==> src/rtl/busrec_pkg.sv <==
package busrec_pkg;
  typedef struct packed {
    logic engOwn;
    logic sclRel;
  } lineCtl_t;

  typedef enum logic [1:0] {
    AR_IDLE = 2'd0,
    AR_LOW  = 2'd1,
    AR_HIGH = 2'd2
  } arState_t;
endpackage

==> src/rtl/busrec_ctl.sv <==
module busrec_ctl
  import busrec_pkg::*;
#(
  parameter int HALF_CYC   = 4,
  parameter int MAX_PULSES = 9
) (
  input  logic       clk,
  input  logic       rstN,
  input  logic       ctlWrEn,
  input  logic [1:0] ctlWrData,
  input  logic       rstCmd,
  input  logic       autoGo,
  input  logic       sdaSync,
  output lineCtl_t   lineCtl,
  output logic [1:0] ctlRd,
  output logic       engClear,
  output logic       autoBusy
);
  localparam int CW = (HALF_CYC > 2) ? $clog2(HALF_CYC) : 1;
  localparam int PW = $clog2(MAX_PULSES + 1);
  localparam logic [CW-1:0] CNT_LAST = CW'(HALF_CYC - 1);
  localparam logic [PW-1:0] PULSE_LAST = PW'(MAX_PULSES - 1);

  logic [1:0] ctlReg;
  arState_t   state;
  logic [CW-1:0] phaseCnt;
  logic [PW-1:0] pulseCnt;
  logic       goOk;
  logic       phaseEnd;

  assign goOk     = autoGo && !ctlReg[1] && (state == AR_IDLE) && !rstCmd;
  assign phaseEnd = (phaseCnt == CNT_LAST);

  // control register: forced reset beats a software write
  always_ff @(posedge clk or negedge rstN) begin
    if (!rstN) begin
      ctlReg   <= 2'b11;
      engClear <= 1'b0;
    end else begin
      engClear <= rstCmd;
      if (rstCmd)
        ctlReg <= 2'b01;
      else if (ctlWrEn)
        ctlReg <= ctlWrData;
    end
  end

  // automatic pulse generator
  always_ff @(posedge clk or negedge rstN) begin
    if (!rstN) begin
      state    <= AR_IDLE;
      phaseCnt <= '0;
      pulseCnt <= '0;
    end else if (rstCmd) begin
      state    <= AR_IDLE;
      phaseCnt <= '0;
      pulseCnt <= '0;
    end else begin
      case (state)
        AR_IDLE: begin
          phaseCnt <= '0;
          pulseCnt <= '0;
          if (goOk && !sdaSync) state <= AR_LOW;
        end
        AR_LOW: begin
          if (phaseEnd) begin
            phaseCnt <= '0;
            state    <= AR_HIGH;
          end else begin
            phaseCnt <= phaseCnt + 1'b1;
          end
        end
        AR_HIGH: begin
          if (phaseEnd) begin
            phaseCnt <= '0;
            pulseCnt <= pulseCnt + 1'b1;
            if (sdaSync || (pulseCnt == PULSE_LAST))
              state <= AR_IDLE;
            else
              state <= AR_LOW;
          end else begin
            phaseCnt <= phaseCnt + 1'b1;
          end
        end
        default: state <= AR_IDLE;
      endcase
    end
  end

  assign autoBusy       = (state != AR_IDLE);
  assign lineCtl.engOwn = (ctlReg == 2'b11) && !autoBusy;
  assign lineCtl.sclRel = autoBusy ? (state == AR_HIGH) : ctlReg[0];
  assign ctlRd          = ctlReg;
endmodule

==> src/rtl/busrec_dp.sv <==
module busrec_dp
  import busrec_pkg::*;
#(
  parameter int SYNC_STAGES = 2
) (
  input  logic       clk,
  input  logic       rstN,
  input  lineCtl_t   lineCtl,
  input  logic       engSclDrive,
  input  logic       engSdaDrive,
  input  logic       sclPadIn,
  input  logic       sdaPadIn,
  output logic       sclOe,
  output logic       sdaOe,
  output logic [3:0] monData,
  output logic       sdaSync
);
  localparam int LAST = SYNC_STAGES - 1;

  logic [LAST:0] sclFf;
  logic [LAST:0] sdaFf;

  genvar gi;
  generate
    for (gi = 0; gi < SYNC_STAGES; gi++) begin : gSync
      always_ff @(posedge clk or negedge rstN) begin
        if (!rstN) begin
          sclFf[gi] <= 1'b1;
          sdaFf[gi] <= 1'b1;
        end else if (gi == 0) begin
          sclFf[gi] <= sclPadIn;
          sdaFf[gi] <= sdaPadIn;
        end else begin
          sclFf[gi] <= sclFf[(gi > 0) ? gi - 1 : 0];
          sdaFf[gi] <= sdaFf[(gi > 0) ? gi - 1 : 0];
        end
      end
    end
  endgenerate

  always_comb begin
    if (lineCtl.engOwn) begin
      sclOe = !engSclDrive;
      sdaOe = !engSdaDrive;
    end else begin
      sclOe = !lineCtl.sclRel;
      sdaOe = 1'b0;
    end
  end

  assign sdaSync = sdaFf[LAST];
  assign monData = {!sdaOe, sdaFf[LAST], !sclOe, sclFf[LAST]};
endmodule

==> src/rtl/busrec_unit.sv <==
module busrec_unit
  import busrec_pkg::*;
#(
  parameter int HALF_CYC    = 4,
  parameter int MAX_PULSES  = 9,
  parameter int SYNC_STAGES = 2
) (
  input  logic       clk,
  input  logic       rstN,
  input  logic       ctlWrEn,
  input  logic [1:0] ctlWrData,
  input  logic       rstCmd,
  input  logic       autoGo,
  input  logic       engSclDrive,
  input  logic       engSdaDrive,
  input  logic       sclPadIn,
  input  logic       sdaPadIn,
  output logic       sclOe,
  output logic       sdaOe,
  output logic [3:0] monData,
  output logic [1:0] ctlRd,
  output logic       engClear,
  output logic       autoBusy
);
  lineCtl_t lineCtl;
  logic     sdaSync;

  busrec_ctl #(.HALF_CYC(HALF_CYC), .MAX_PULSES(MAX_PULSES)) uCtl (
    .clk(clk), .rstN(rstN), .ctlWrEn(ctlWrEn), .ctlWrData(ctlWrData),
    .rstCmd(rstCmd), .autoGo(autoGo), .sdaSync(sdaSync), .lineCtl(lineCtl),
    .ctlRd(ctlRd), .engClear(engClear), .autoBusy(autoBusy)
  );

  busrec_dp #(.SYNC_STAGES(SYNC_STAGES)) uDp (
    .clk(clk), .rstN(rstN), .lineCtl(lineCtl), .engSclDrive(engSclDrive),
    .engSdaDrive(engSdaDrive), .sclPadIn(sclPadIn), .sdaPadIn(sdaPadIn),
    .sclOe(sclOe), .sdaOe(sdaOe), .monData(monData), .sdaSync(sdaSync)
  );
endmodule

==> config.mk <==
export PLATFORM = sky130hd
export DESIGN_NAME = busrec_unit
export DESIGN_NICKNAME = d
export VERILOG_FILES = /design/src/rtl/busrec_pkg.sv /design/src/rtl/busrec_ctl.sv /design/src/rtl/busrec_dp.sv /design/src/rtl/busrec_unit.sv
export SDC_FILE = /design/constraint.sdc
export NUM_CORES = 1
export LEC_CHECK = 0
export BUFFER_PORTS_ARGS = -buffer_cell sky130_fd_sc_hd__buf_2
export CAP_MARGIN = 20
export CORE_UTILIZATION = 48
export CTS_BUF_LIST = sky130_fd_sc_hd__clkbuf_2
export DETAILED_ROUTE_END_ITERATION = 8
export GPL_TIMING_DRIVEN = 0
export HOLD_SLACK_MARGIN = 0.02
export PLACE_DENSITY_LB_ADDON = 0.12
export SLEW_MARGIN = 0
export SYNTH_ARGS = -nofsm -noshare
export SYNTH_HDL_FRONTEND = slang
export SYNTH_HIERARCHICAL = 1
export SYNTH_SLANG_ARGS = --single-unit
==> constraint.sdc <==
create_clock -name clk -period 4.3 [get_ports clk]
set_input_delay 0.86 -clock clk [delete_from_list [all_inputs] [get_ports clk]]
set_output_delay 0.86 -clock clk [all_outputs]
set_load 0.03 [all_outputs]
==> results.md <==
* Final net count at 118
* Routed WL at 1.446 mm
* Max Used Layer: met3
* Ys Warns at 6
* Share of total power in combinational logic at 51.6%
* Total CTS buffers at 3
* Leak at 0.4668 nW
* Mapped cell area at 824.5 um2
* Final ANT Viol Nets at 0
* Worst Clk Skew at 0.004318 ns
* Reg clk slew, reported paths at 0.15 ns
* Rel. slew slack at 66.79%
* Run status: finished with violations
* Max_cap viols at 0
* Unique masters post-synth at 31
* Switching share of power at 43.08%
* Post-detail-place hpwl at 1.051 mm
* Net switching power at 0.2137 mW
* Final worst-path cycle share at 65.67%
* Internal at 0.2824 mW
* Final slew viol count at 0
* Layout cell share with drive strength beyond 1 at 37.76%
* Final Critical Period at 2.824 ns
* Placer Congestion at 0.7684
* DR vias at 594
* Vias/cell at 5.211
* Setup TNS at 0 ns
* Initial antenna violation count at 0
* Worst path max stage delay at 0.43 ns
* R2R Path End: uCtl/state[0]
* Worst Tran Pin Value at 0.4981 ns
* Crit path max fanout at 7
* Syn_area_per_cell at 11.14 um2
* Area delta synth->final at 17.00%
* Synth Net Count at 93
* CTS tree: built
* Post-CTS Setup Inserts at 0
* Non-filler instance count after layout at 114
* Clock Latency Late Sink at 0.27 ns
* Endpoint required time on the critical path at 3.44 ns
* Hold_sp: uDp/sdaFf[0]
* Final Hold Viols at 0
* Clock Path Buffers at 2
* Die Y at 43.45 um
* Critical Path Start Type: flop
* Worst reg2reg path depth at 5
* # setup viols final at 0
* Flop pwr share at 35.1%
* CP Data Arrival Time at 1.96 ns
* Sequential area share after synthesis at 46.43%
* DRT Pass-1 Iters at 6
* Slowest CP cell: dfrtp_1
* Metal-1 WL at 696 um
* Critical path type: reg2out
* Yosys reg bits at 15
* Number of global-route vias before repair at 591
* Port Buf Inserts at 20
* Reg2reg setup slack at 2.60 ns
* DR WL/cell at 12.68 um
* Placed cells at 110
* Filler Cells Inserted at 140
* CTS Sinks at 15
* Failing checks: DRC
* Wire length of the first global-routing pass at 2.435 mm
* H-tree levels at 1
* Hold_buf cts at 0
* DR iter-0 viols at 16
* Worst Hold Class: reg2reg
* Area of the die at 1887 um2
* Met2 wire length at 694 um
* Initial Utilization at 52.89%
* Commonest non-fill, non-tap cells in the layout: 21 x buf_2, 9 x dfrtp_1, 8 x ha_1
* Total gr overflow at 0
* Remaining DRCs at 8
* Final Util at 61.88%
* PwrDens at 514.3 nW/um2
* Largest net degree at the start of global routing at 16
* Metal3 WL at 56 um
* CTS root buf: clkbuf_2
* # IOs at 21
* Post-cts sizing count at 0
* GRT Overall Usage at 17.71%
* Setup crit start: uCtl/state[1]
* RSZ-0062 raised after global routing: false
* Chip Width at 43.45 um
* # diodes at 0
* Multi-input gate area at 399.1 um2
* Rows at 14
* Clock power share at 13.4%
* Most common cell after layout, fill and taps aside: buf_2
* RR Startpoint: uCtl/state[1]
* Post-synthesis cell count at 74
* Worst setup EP type: output pin
* FF/Latch Area at 382.9 um2
* Max frequency at 354.2 MHz
* Core area at 1559 um2
* Peak supply drop at 0.3178 mV
* CP endpoint: monData[1]
* Crit-path cells: inv_1 > ha_1 > mux2_2 > mux2_4 > buf_2
-- worst min-delay path by stage --
| stage | end | slack, ns | cells past startpoint |
|---|---|---|---|
| 6_report | uDp/sdaSync | 0.37 | 0 |
| 5_1_grt | uDp/sdaSync | 0.37 | 0 |
| 4_1_cts | uDp/sdaSync | 0.37 | 0 |
| 3_5_place_dp | uDp/sdaSync | 0.35 | 0 |
| 3_3_place_gp | uDp/sdaSync | 0.35 | 0 |
| 2_1_floorplan | uDp/monData[0] | 0.35 | 0 |
-- area by class of cell --
cell class | count | area share (%)
well taps | 16 | 2.075
clock buffers | 3 | 1.556
clock inverters | 1 | 0.5188
multi-input cells | 50 | 41.37
flip-flops and latches | 15 | 39.69
inverters | 5 | 1.946
plain buffers | 4 | 2.464
repair buffers | 20 | 10.38
-- cell families after synthesis --
kind of cell / share of synthesized area (%)
adders and majority gates: 12.14
buffers and inverters: 5.158
and+or+nand+nor: 16.54
DFF: 46.43
AOI/OAI and AO/OA: 10.47
muxes: 9.256
-- critical path, delay by kind of cell, from the launching register on --
family / cells / cell delay [ns]
mux: 2 / 0.64
fa+ha+maj: 1 / 0.32
buf+inv: 2 / 0.30
flops: 1 / 0.43
-- cell usage after synthesis --
cell,n,area [um2]
and3_1,1,6.260
or2_2,1,6.260
or3b_1,1,8.760
a2111o_1,1,11.26
a21boi_0,1,7.510
mux2_2,1,11.26
nand3_1,2,10.01
dfrtp_1,9,225.2
a22oi_1,1,7.510
nand4_1,1,6.260
mux2_4,1,15.01
clkbuf_1,1,3.750
dfstp_2,6,157.7
nor3b_1,2,15.01
o32ai_2,1,16.27
nand4b_1,1,8.760
o21ai_0,1,5.000
nor2_1,7,26.28
ha_1,8,100.1
a32oi_1,1,8.760
nor2b_1,2,12.51
nor4bb_1,1,10.01
mux2i_1,5,50.05
nand2b_1,3,18.77
nand2_1,2,7.510
a31oi_1,1,6.260
a211o_1,1,8.760
inv_1,5,18.77
buf_4,2,15.01
a21oi_1,3,15.01
buf_2,1,5.000
-- power groups by stage --
stage	clock, mW	sequential [mW]	combinational [mW]
floorplan	0	0.178	0.195
global placement	0	0.176	0.248
detailed placement	0	0.177	0.255
CTS	0.0691	0.174	0.258
global route	0.0745	0.177	0.279
finish	0.0664	0.174	0.256
-- sequential cells by signal, indices dropped and copies added (netlist names) --
name and cells:
uCtl/ctlRd 2, uCtl/engClear 1, uCtl/phaseCnt 2, uCtl/pulseCnt 4
uCtl/state 2, uDp/monData 1, uDp/sclFf 1, uDp/sdaFf 1
uDp/sdaSync 1
-- metrics by stage --
stage / hold slack [ns] / cell area, um2 / worst slack [ns] / power (mW)
finish: 0.3662 / 964.7 / 1.476 / 0.4962
floorplan: 0.3452 / 824.5 / 1.852 / 0.3730
global placement: 0.3456 / 944.7 / 1.825 / 0.4246
detailed placement: 0.3473 / 944.7 / 1.808 / 0.4320
CTS: 0.3677 / 964.7 / 1.457 / 0.5017
global route: 0.3696 / 964.7 / 1.359 / 0.5298
-- routing by layer --
layer | vias up | global-route usage [%]
met4 | 0 | 7.500
met1 | 275 | 22.97
met2 | 13 | 29.70
li1 | 306 | -
met5 | - | 0
met3 | 0 | 2.500
Power figures use the tool's default switching activity.
